## config.mk

```make
export PLATFORM = sky130hd
export DESIGN_NAME = tri_edge_counter
export DESIGN_NICKNAME = d
export VERILOG_FILES = /design/src/rtl/tec_pkg.sv /design/src/rtl/tec_sync_edge.sv /design/src/rtl/tec_channel.sv /design/src/rtl/tec_regs.sv /design/src/rtl/tri_edge_counter.sv
export SDC_FILE = /design/constraint.sdc
export NUM_CORES = 1
export LEC_CHECK = 0
export ABC_CLOCK_PERIOD_IN_PS = 3400
export BUFFER_PORTS_ARGS = -buffer_cell sky130_fd_sc_hd__buf_2
export CAP_MARGIN = 30
export CORE_ASPECT_RATIO = 1.4
export CORE_MARGIN = 2
export CORE_UTILIZATION = 50
export CTS_CLUSTER_DIAMETER = 30
export DETAILED_ROUTE_END_ITERATION = 16
export PLACE_DENSITY_LB_ADDON = 0.1
export SETUP_SLACK_MARGIN = 0.05
export SYNTH_ARGS = -nofsm -noshare
export SYNTH_HDL_FRONTEND = slang
export SYNTH_SLANG_ARGS = --single-unit
```

## constraint.sdc

```tcl
create_clock -name clk -period 3.4 [get_ports clk]
set_input_delay 0.51 -clock clk [delete_from_list [all_inputs] [get_ports clk]]
set_output_delay 0.51 -clock clk [all_outputs]
set_load 0.02 [all_outputs]
```

## src/rtl/tec_pkg.sv

```systemverilog
// Package: shared constants for the three-channel edge-selectable counter.
// Assumes a 32-bit register port with word addresses of four bits.
package tec_pkg;
    localparam int NCH       = 3;          // channels
    localparam int NIN       = 3;          // external inputs
    localparam int EPC       = 2 * NIN;    // edge selects per channel
    localparam int MODE_LSB  = 29;         // mode bit of channel 0
    localparam int DW        = 32;         // register data width
    localparam int AW        = 4;          // register address width
    localparam int SEL_BITS  = NCH * EPC;  // number of edge-select bits

    localparam logic [DW-1:0] CTL_MASK =
        (DW'(1) << SEL_BITS) - DW'(1) | (DW'((1 << NCH) - 1) << MODE_LSB);

    localparam logic [AW-1:0] A_CTL     = 4'd0;
    localparam logic [AW-1:0] A_CTL_SET = 4'd1;
    localparam logic [AW-1:0] A_CTL_CLR = 4'd2;
    localparam logic [AW-1:0] A_RUN     = 4'd3;
    localparam logic [AW-1:0] A_RUN_SET = 4'd4;
    localparam logic [AW-1:0] A_RUN_CLR = 4'd5;
    localparam logic [AW-1:0] A_CNT0    = 4'd6;
    localparam logic [AW-1:0] A_PER0    = 4'd9;
endpackage

```

## src/rtl/tec_sync_edge.sv

```systemverilog
// Module: synchronizes the asynchronous external inputs and flags one-cycle
// rising and falling pulses per input. The inputs are sampled by a chain of
// SYNC_STAGES flops. One more flop keeps the previous synchronized level.
// Assumes that each input stays stable for at least two clocks per level.
module tec_sync_edge #(
    parameter int NI          = 3,
    parameter int SYNC_STAGES = 2
) (
    input  logic          clk,
    input  logic          rst_n,
    input  logic [NI-1:0] async_in,
    output logic [NI-1:0] rise,
    output logic [NI-1:0] fall
);
    localparam int CHAIN = SYNC_STAGES + 1;

    for (genvar k = 0; k < NI; k++) begin : g_in
        logic [CHAIN-1:0] chain_q;

        // Shift the input level through the synchronizer and history flop.
        always_ff @(posedge clk) begin
            if (!rst_n) chain_q <= '0;
            else        chain_q <= {chain_q[CHAIN-2:0], async_in[k]};
        end

        assign rise[k] =  chain_q[CHAIN-2] & ~chain_q[CHAIN-1];
        assign fall[k] = ~chain_q[CHAIN-2] &  chain_q[CHAIN-1];
    end
endmodule

```

## src/rtl/tec_channel.sv

```systemverilog
// Module: one up-counter channel. It steps every clock in timer mode, or on
// any selected detected edge in counter mode, and only while it runs. When an
// increment is due at or above the limit, the count returns to zero. A load
// is accepted only while the channel is stopped.
// Assumes that the edge pulses are single-cycle, from tec_sync_edge.
module tec_channel
    import tec_pkg::*;
#(
    parameter int CW = 32
) (
    input  logic           clk,
    input  logic           rst_n,
    input  logic           run,
    input  logic           mode,
    input  logic [EPC-1:0] edge_sel,
    input  logic [NIN-1:0] rise,
    input  logic [NIN-1:0] fall,
    input  logic [CW-1:0]  limit,
    input  logic           load,
    input  logic [CW-1:0]  load_val,
    output logic [CW-1:0]  count,
    output logic           step
);
    logic [EPC-1:0] evt;
    logic           hit;

    for (genvar k = 0; k < NIN; k++) begin : g_evt
        assign evt[2*k]   = rise[k];
        assign evt[2*k+1] = fall[k];
    end

    // Any selected edge in this cycle produces a single increment request.
    always_comb begin
        hit  = |(evt & edge_sel);
        step = run & (mode ? hit : 1'b1);
    end

    // Count register: load when stopped, else step with wrap at the limit.
    always_ff @(posedge clk) begin
        if (!rst_n) begin
            count <= '0;
        end else if (load && !run) begin
            count <= load_val;
        end else if (step) begin
            count <= (count >= limit) ? '0 : count + CW'(1);
        end
    end
endmodule

```

## src/rtl/tec_regs.sv

```systemverilog
// Module: register file and decode. It holds the control word, the run word
// and the per-channel limits. It produces the count-load strobes and a
// registered read data path.
// Assumes at most one access per cycle and CW <= DW.
module tec_regs
    import tec_pkg::*;
#(
    parameter int CW = 32
) (
    input  logic                    clk,
    input  logic                    rst_n,
    input  logic                    reg_en,
    input  logic                    reg_wr,
    input  logic [AW-1:0]           reg_addr,
    input  logic [DW-1:0]           reg_wdata,
    input  logic [NCH-1:0][CW-1:0]  cnt_val,
    output logic [DW-1:0]           ctl_q,
    output logic [NCH-1:0]          run_q,
    output logic [NCH-1:0][CW-1:0]  per_q,
    output logic [NCH-1:0]          cnt_wr,
    output logic [DW-1:0]           reg_rdata
);
    logic          wr_acc;
    logic          rd_acc;
    logic [DW-1:0] rd_next;

    // Decode the access type.
    always_comb begin
        wr_acc = reg_en &  reg_wr;
        rd_acc = reg_en & ~reg_wr;
    end

    // Control word: changed only through the set and clear addresses.
    always_ff @(posedge clk) begin
        if (!rst_n)                                ctl_q <= '0;
        else if (wr_acc && reg_addr == A_CTL_SET)  ctl_q <= ctl_q | (reg_wdata & CTL_MASK);
        else if (wr_acc && reg_addr == A_CTL_CLR)  ctl_q <= ctl_q & ~reg_wdata;
    end

    // Run word: changed only through the run set and clear addresses.
    always_ff @(posedge clk) begin
        if (!rst_n)                                run_q <= '0;
        else if (wr_acc && reg_addr == A_RUN_SET)  run_q <= run_q | reg_wdata[NCH-1:0];
        else if (wr_acc && reg_addr == A_RUN_CLR)  run_q <= run_q & ~reg_wdata[NCH-1:0];
    end

    for (genvar i = 0; i < NCH; i++) begin : g_ch
        // Limit register of channel i, writable at any time.
        always_ff @(posedge clk) begin
            if (!rst_n)
                per_q[i] <= '0;
            else if (wr_acc && reg_addr == A_PER0 + AW'(i))
                per_q[i] <= reg_wdata[CW-1:0];
        end

        assign cnt_wr[i] = wr_acc && (reg_addr == A_CNT0 + AW'(i));
    end

    // Select the readable value for the current address.
    always_comb begin
        rd_next = '0;
        if (reg_addr == A_CTL) rd_next = ctl_q;
        if (reg_addr == A_RUN) rd_next = DW'(run_q);
        for (int i = 0; i < NCH; i++) begin
            if (reg_addr == A_CNT0 + AW'(i)) rd_next = DW'(cnt_val[i]);
            if (reg_addr == A_PER0 + AW'(i)) rd_next = DW'(per_q[i]);
        end
    end

    // Read data register, loaded on each read request.
    always_ff @(posedge clk) begin
        if (!rst_n)      reg_rdata <= '0;
        else if (rd_acc) reg_rdata <= rd_next;
    end
endmodule

```

## src/rtl/tri_edge_counter.sv

```systemverilog
// Module: top of the three-channel edge-selectable up-counter. It joins the
// input synchronizer, the register file and one counter per channel.
// Assumes a single clock domain and a synchronous active-low reset.
module tri_edge_counter
    import tec_pkg::*;
#(
    parameter int CW = 32
) (
    input  logic           clk,
    input  logic           rst_n,
    input  logic [NIN-1:0] ext_in,
    input  logic           reg_en,
    input  logic           reg_wr,
    input  logic [AW-1:0]  reg_addr,
    input  logic [DW-1:0]  reg_wdata,
    output logic [DW-1:0]  reg_rdata
);
    logic [NIN-1:0]         rise;
    logic [NIN-1:0]         fall;
    logic [DW-1:0]          ctl_q;
    logic [NCH-1:0]         run_q;
    logic [NCH-1:0][CW-1:0] per_q;
    logic [NCH-1:0][CW-1:0] cnt_q;
    logic [NCH-1:0]         cnt_wr;
    logic [NCH-1:0]         step;

    tec_sync_edge #(.NI(NIN), .SYNC_STAGES(2)) u_sync (
        .clk      (clk),
        .rst_n    (rst_n),
        .async_in (ext_in),
        .rise     (rise),
        .fall     (fall)
    );

    tec_regs #(.CW(CW)) u_regs (
        .clk       (clk),
        .rst_n     (rst_n),
        .reg_en    (reg_en),
        .reg_wr    (reg_wr),
        .reg_addr  (reg_addr),
        .reg_wdata (reg_wdata),
        .cnt_val   (cnt_q),
        .ctl_q     (ctl_q),
        .run_q     (run_q),
        .per_q     (per_q),
        .cnt_wr    (cnt_wr),
        .reg_rdata (reg_rdata)
    );

    for (genvar i = 0; i < NCH; i++) begin : g_chan
        tec_channel #(.CW(CW)) u_chan (
            .clk      (clk),
            .rst_n    (rst_n),
            .run      (run_q[i]),
            .mode     (ctl_q[MODE_LSB + i]),
            .edge_sel (ctl_q[EPC*i +: EPC]),
            .rise     (rise),
            .fall     (fall),
            .limit    (per_q[i]),
            .load     (cnt_wr[i]),
            .load_val (reg_wdata[CW-1:0]),
            .count    (cnt_q[i]),
            .step     (step[i])
        );
    end
endmodule

```

==> out/results.ini <==
[status]
status=complete, no violations

[clocking]
clkTransAtPathRegs_ns=0.05
hold_buffers=0
clockRootBuffer=clkbuf_16
cts_buffer_depth=3
post_cts_buffers=0
cts.sinks=268
insertion_delay_ns=0.59
cts_resized=0
cts_tree=built
htree_levels=2
cts_buffers=57

[floorplanning]
die_area_um2=32600
core-area_um2=30700
dieWidth_um=153
start_util=0.507
rows=76
fp.dieH_um=213
io_pins=75

[critical_path]
critical_path.top_delay_family=compound AO/OA/AOI/OAI gates
critPathKind=reg -> reg
end_kind=flop
critPathMaxFanout=32
arrival_ns=3.48
crit_slowest_cell=or4_1
cp.required_ns=3.90
crit_buf_inv=1
cp_slowest_stage_delay_ns=0.48
crit_path_frequent_cell=a31oi_1
path_cells=ha_1 -> a21o_1 -> a31oi_1 -> a21boi_0 -> a21oi_1 -> or4_1 -> buf_4 -> or3_1 -> a31oi_1
startpoint_type=flop

[global_routing]
grt_max_degree=93
track_usage=0.319
grt_overflow=0
grt_pass1_vias=14300
antenna_found_initial=0
grt_pass1_wl_mm=82.3

[routing]
num_vias=15200
ant_nets=0
firstDrtPassIters=5
first_iter_violations=1506
avgRoutedWirePerCell_um=21.3
viasPerCell=6.15
drc=0
drt_wl_total_mm=52.7

[synthesis]
ys_seq_area_frac=0.344
avgSynthCellArea_um2=7.77
synth-edff-count=0
netlist.top_cell.by_area=dfxtp_1
yosys.cell_count.top_type=nand2_1
synth_cell_types=69
yosysWarnings=0
synthTopCellsByCount=353 x nand2_1, 268 x dfxtp_1, 198 x a21oi_1, 117 x clkbuf_1, 114 x inv_1
syn_inst=2004
ys.flop_type=dfxtp_1
synth.area.top_cells=dfxtp_1 34%, nand2_1 8.5%, ha_1 8.0%, a21oi_1 6.4%, a22oi_1 4.0%
ys_seq_elements=268
synth_nets=2146
synth_top_area_frac=0.344
syn-cell-area_um2=15600
synth-async-reset-ratio=0

[timing]
finClkSkew_ns=0.0217
period_share=0.877
whs_ns=0.139
slew_viol_final=0
period_needed_ns=2.98
rsz0062_at_grt=false
fmax_mhz=335
tns_ns=0
final_hold_viol_count=0
tightestPinTransition_ns=1.02
setup_viol=0
max-slew-margin-rel=0.322

[placement]
dp_hpwl_mm=37.7
portBuffers=74
dpl_cell_area_um2=16300
place.gp.congestion=0.897
dp_cells=2369

[cells_and_area]
final_nets=2180
areaGrowthSynthToFinish_pct=17.9
seqCellArea_um2=5370
finalNonFillerCells=2475
multi_input_area_um2=9290
drive_gt1_frac=0.129
diodes=0
post-route-cell-area_um2=18400
fillers=2815

[min_path]
hp-class=in -> reg

[power_and_ir_drop]
ir_drop_v=0.000333
power_density_nw_per_um2=522
p_leak_uw=0.00655

[job]
max_cap_viol_count=0

[final timing paths]
kind | cells after the start | slack, ns | from | to
worst max-delay path | 9 | 0.42 | g_chan[2].u_chan.count[13] | g_chan[2].u_chan.count[8]
worst min-delay path | 2 | 0.14 | ext_in[1] | u_sync.g_in[1].chain_q[0]
worst max register to register | 9 | 0.42 | g_chan[2].u_chan.count[13] | g_chan[2].u_chan.count[8]
worst min register to register | 1 | 0.43 | u_sync.g_in[1].chain_q[0] | u_sync.g_in[1].chain_q[1]
[metrics by stage]
stage | setup slack [ns] | utilization | power [uW]
2_1_floorplan | 0.745 | - | 3600
3_3_place_gp | 0.452 | 0.532 | 3810
3_5_place_dp | 0.440 | 0.532 | 3820
4_1_cts | 0.401 | 0.598 | 9610
5_1_grt | 0.236 | 0.598 | 9830
6_report | 0.418 | 0.598 | 9580
[area by class of cell]
class                           instances  share of cell area
Timing Repair Buffer                  122              0.0412
Sequential cell                       268               0.292
Multi-Input combinational cell       1474               0.506
Inverter                              115              0.0237
Tap cell                              390              0.0266
Clock buffer                           65              0.0826
Clock inverter                         41              0.0273
[layer usage]
layer	routed length, um	track usage
met1	21900	0.417
met2	24200	0.516
met3	4330	0.0619
met4	2300	0.138
met5	0	0
[layout by cell type, fill, tap and decap left out, drive strengths merged, types with 38 or more instances in the layout]
cell type  synthesis  layout
dfxtp            268     268
nor2              80      80
inv              114     125
nand2            354     354
xnor2             46      46
o21ai            104     104
xor2              40      40
o21a              38      38
a22oi             82      82
a21oi            198     198
a22o              47      47
nand3             46      46
ha                99      99
clkbuf           123      65
buf               24     122
[worst register-to-register path: stages (launching register included)]
cell and delay, ns:
dfxtp_1 0.47, ha_1 0.30, a21o_1 0.18, a31oi_1 0.32, a21boi_0 0.29, a21oi_1 0.10, or4_1 0.48, buf_4 0.26
or3_1 0.38, a31oi_1 0.13
[power by group]
group / switching [uW] / internal (uW)
combinational: 367 / 158
sequential: 51.2 / 3200
clock: 1910 / 3890
[cells by family after synthesis]
kind of cell             count (synthesis)  synth area share
AO/OA/AOI/OAI                          619             0.260
multiplexers                             4           0.00265
AND/OR/NAND/NOR                        666             0.199
flip-flops                             268             0.344
XOR/XNOR                                86            0.0484
adder cells (fa/ha/maj)                 99            0.0795
buffers and inverters                  262            0.0660
[flip-flops by register name, summed over array words and instances, names as in the netlist, named ones only]
register,cells
g_chan.u_chan.count,96
u_regs.per_q,96
u_regs.reg_rdata,32
u_regs.ctl_q,11
u_sync.g_in.chain_q,9
(Power assumes the default switching activity.)
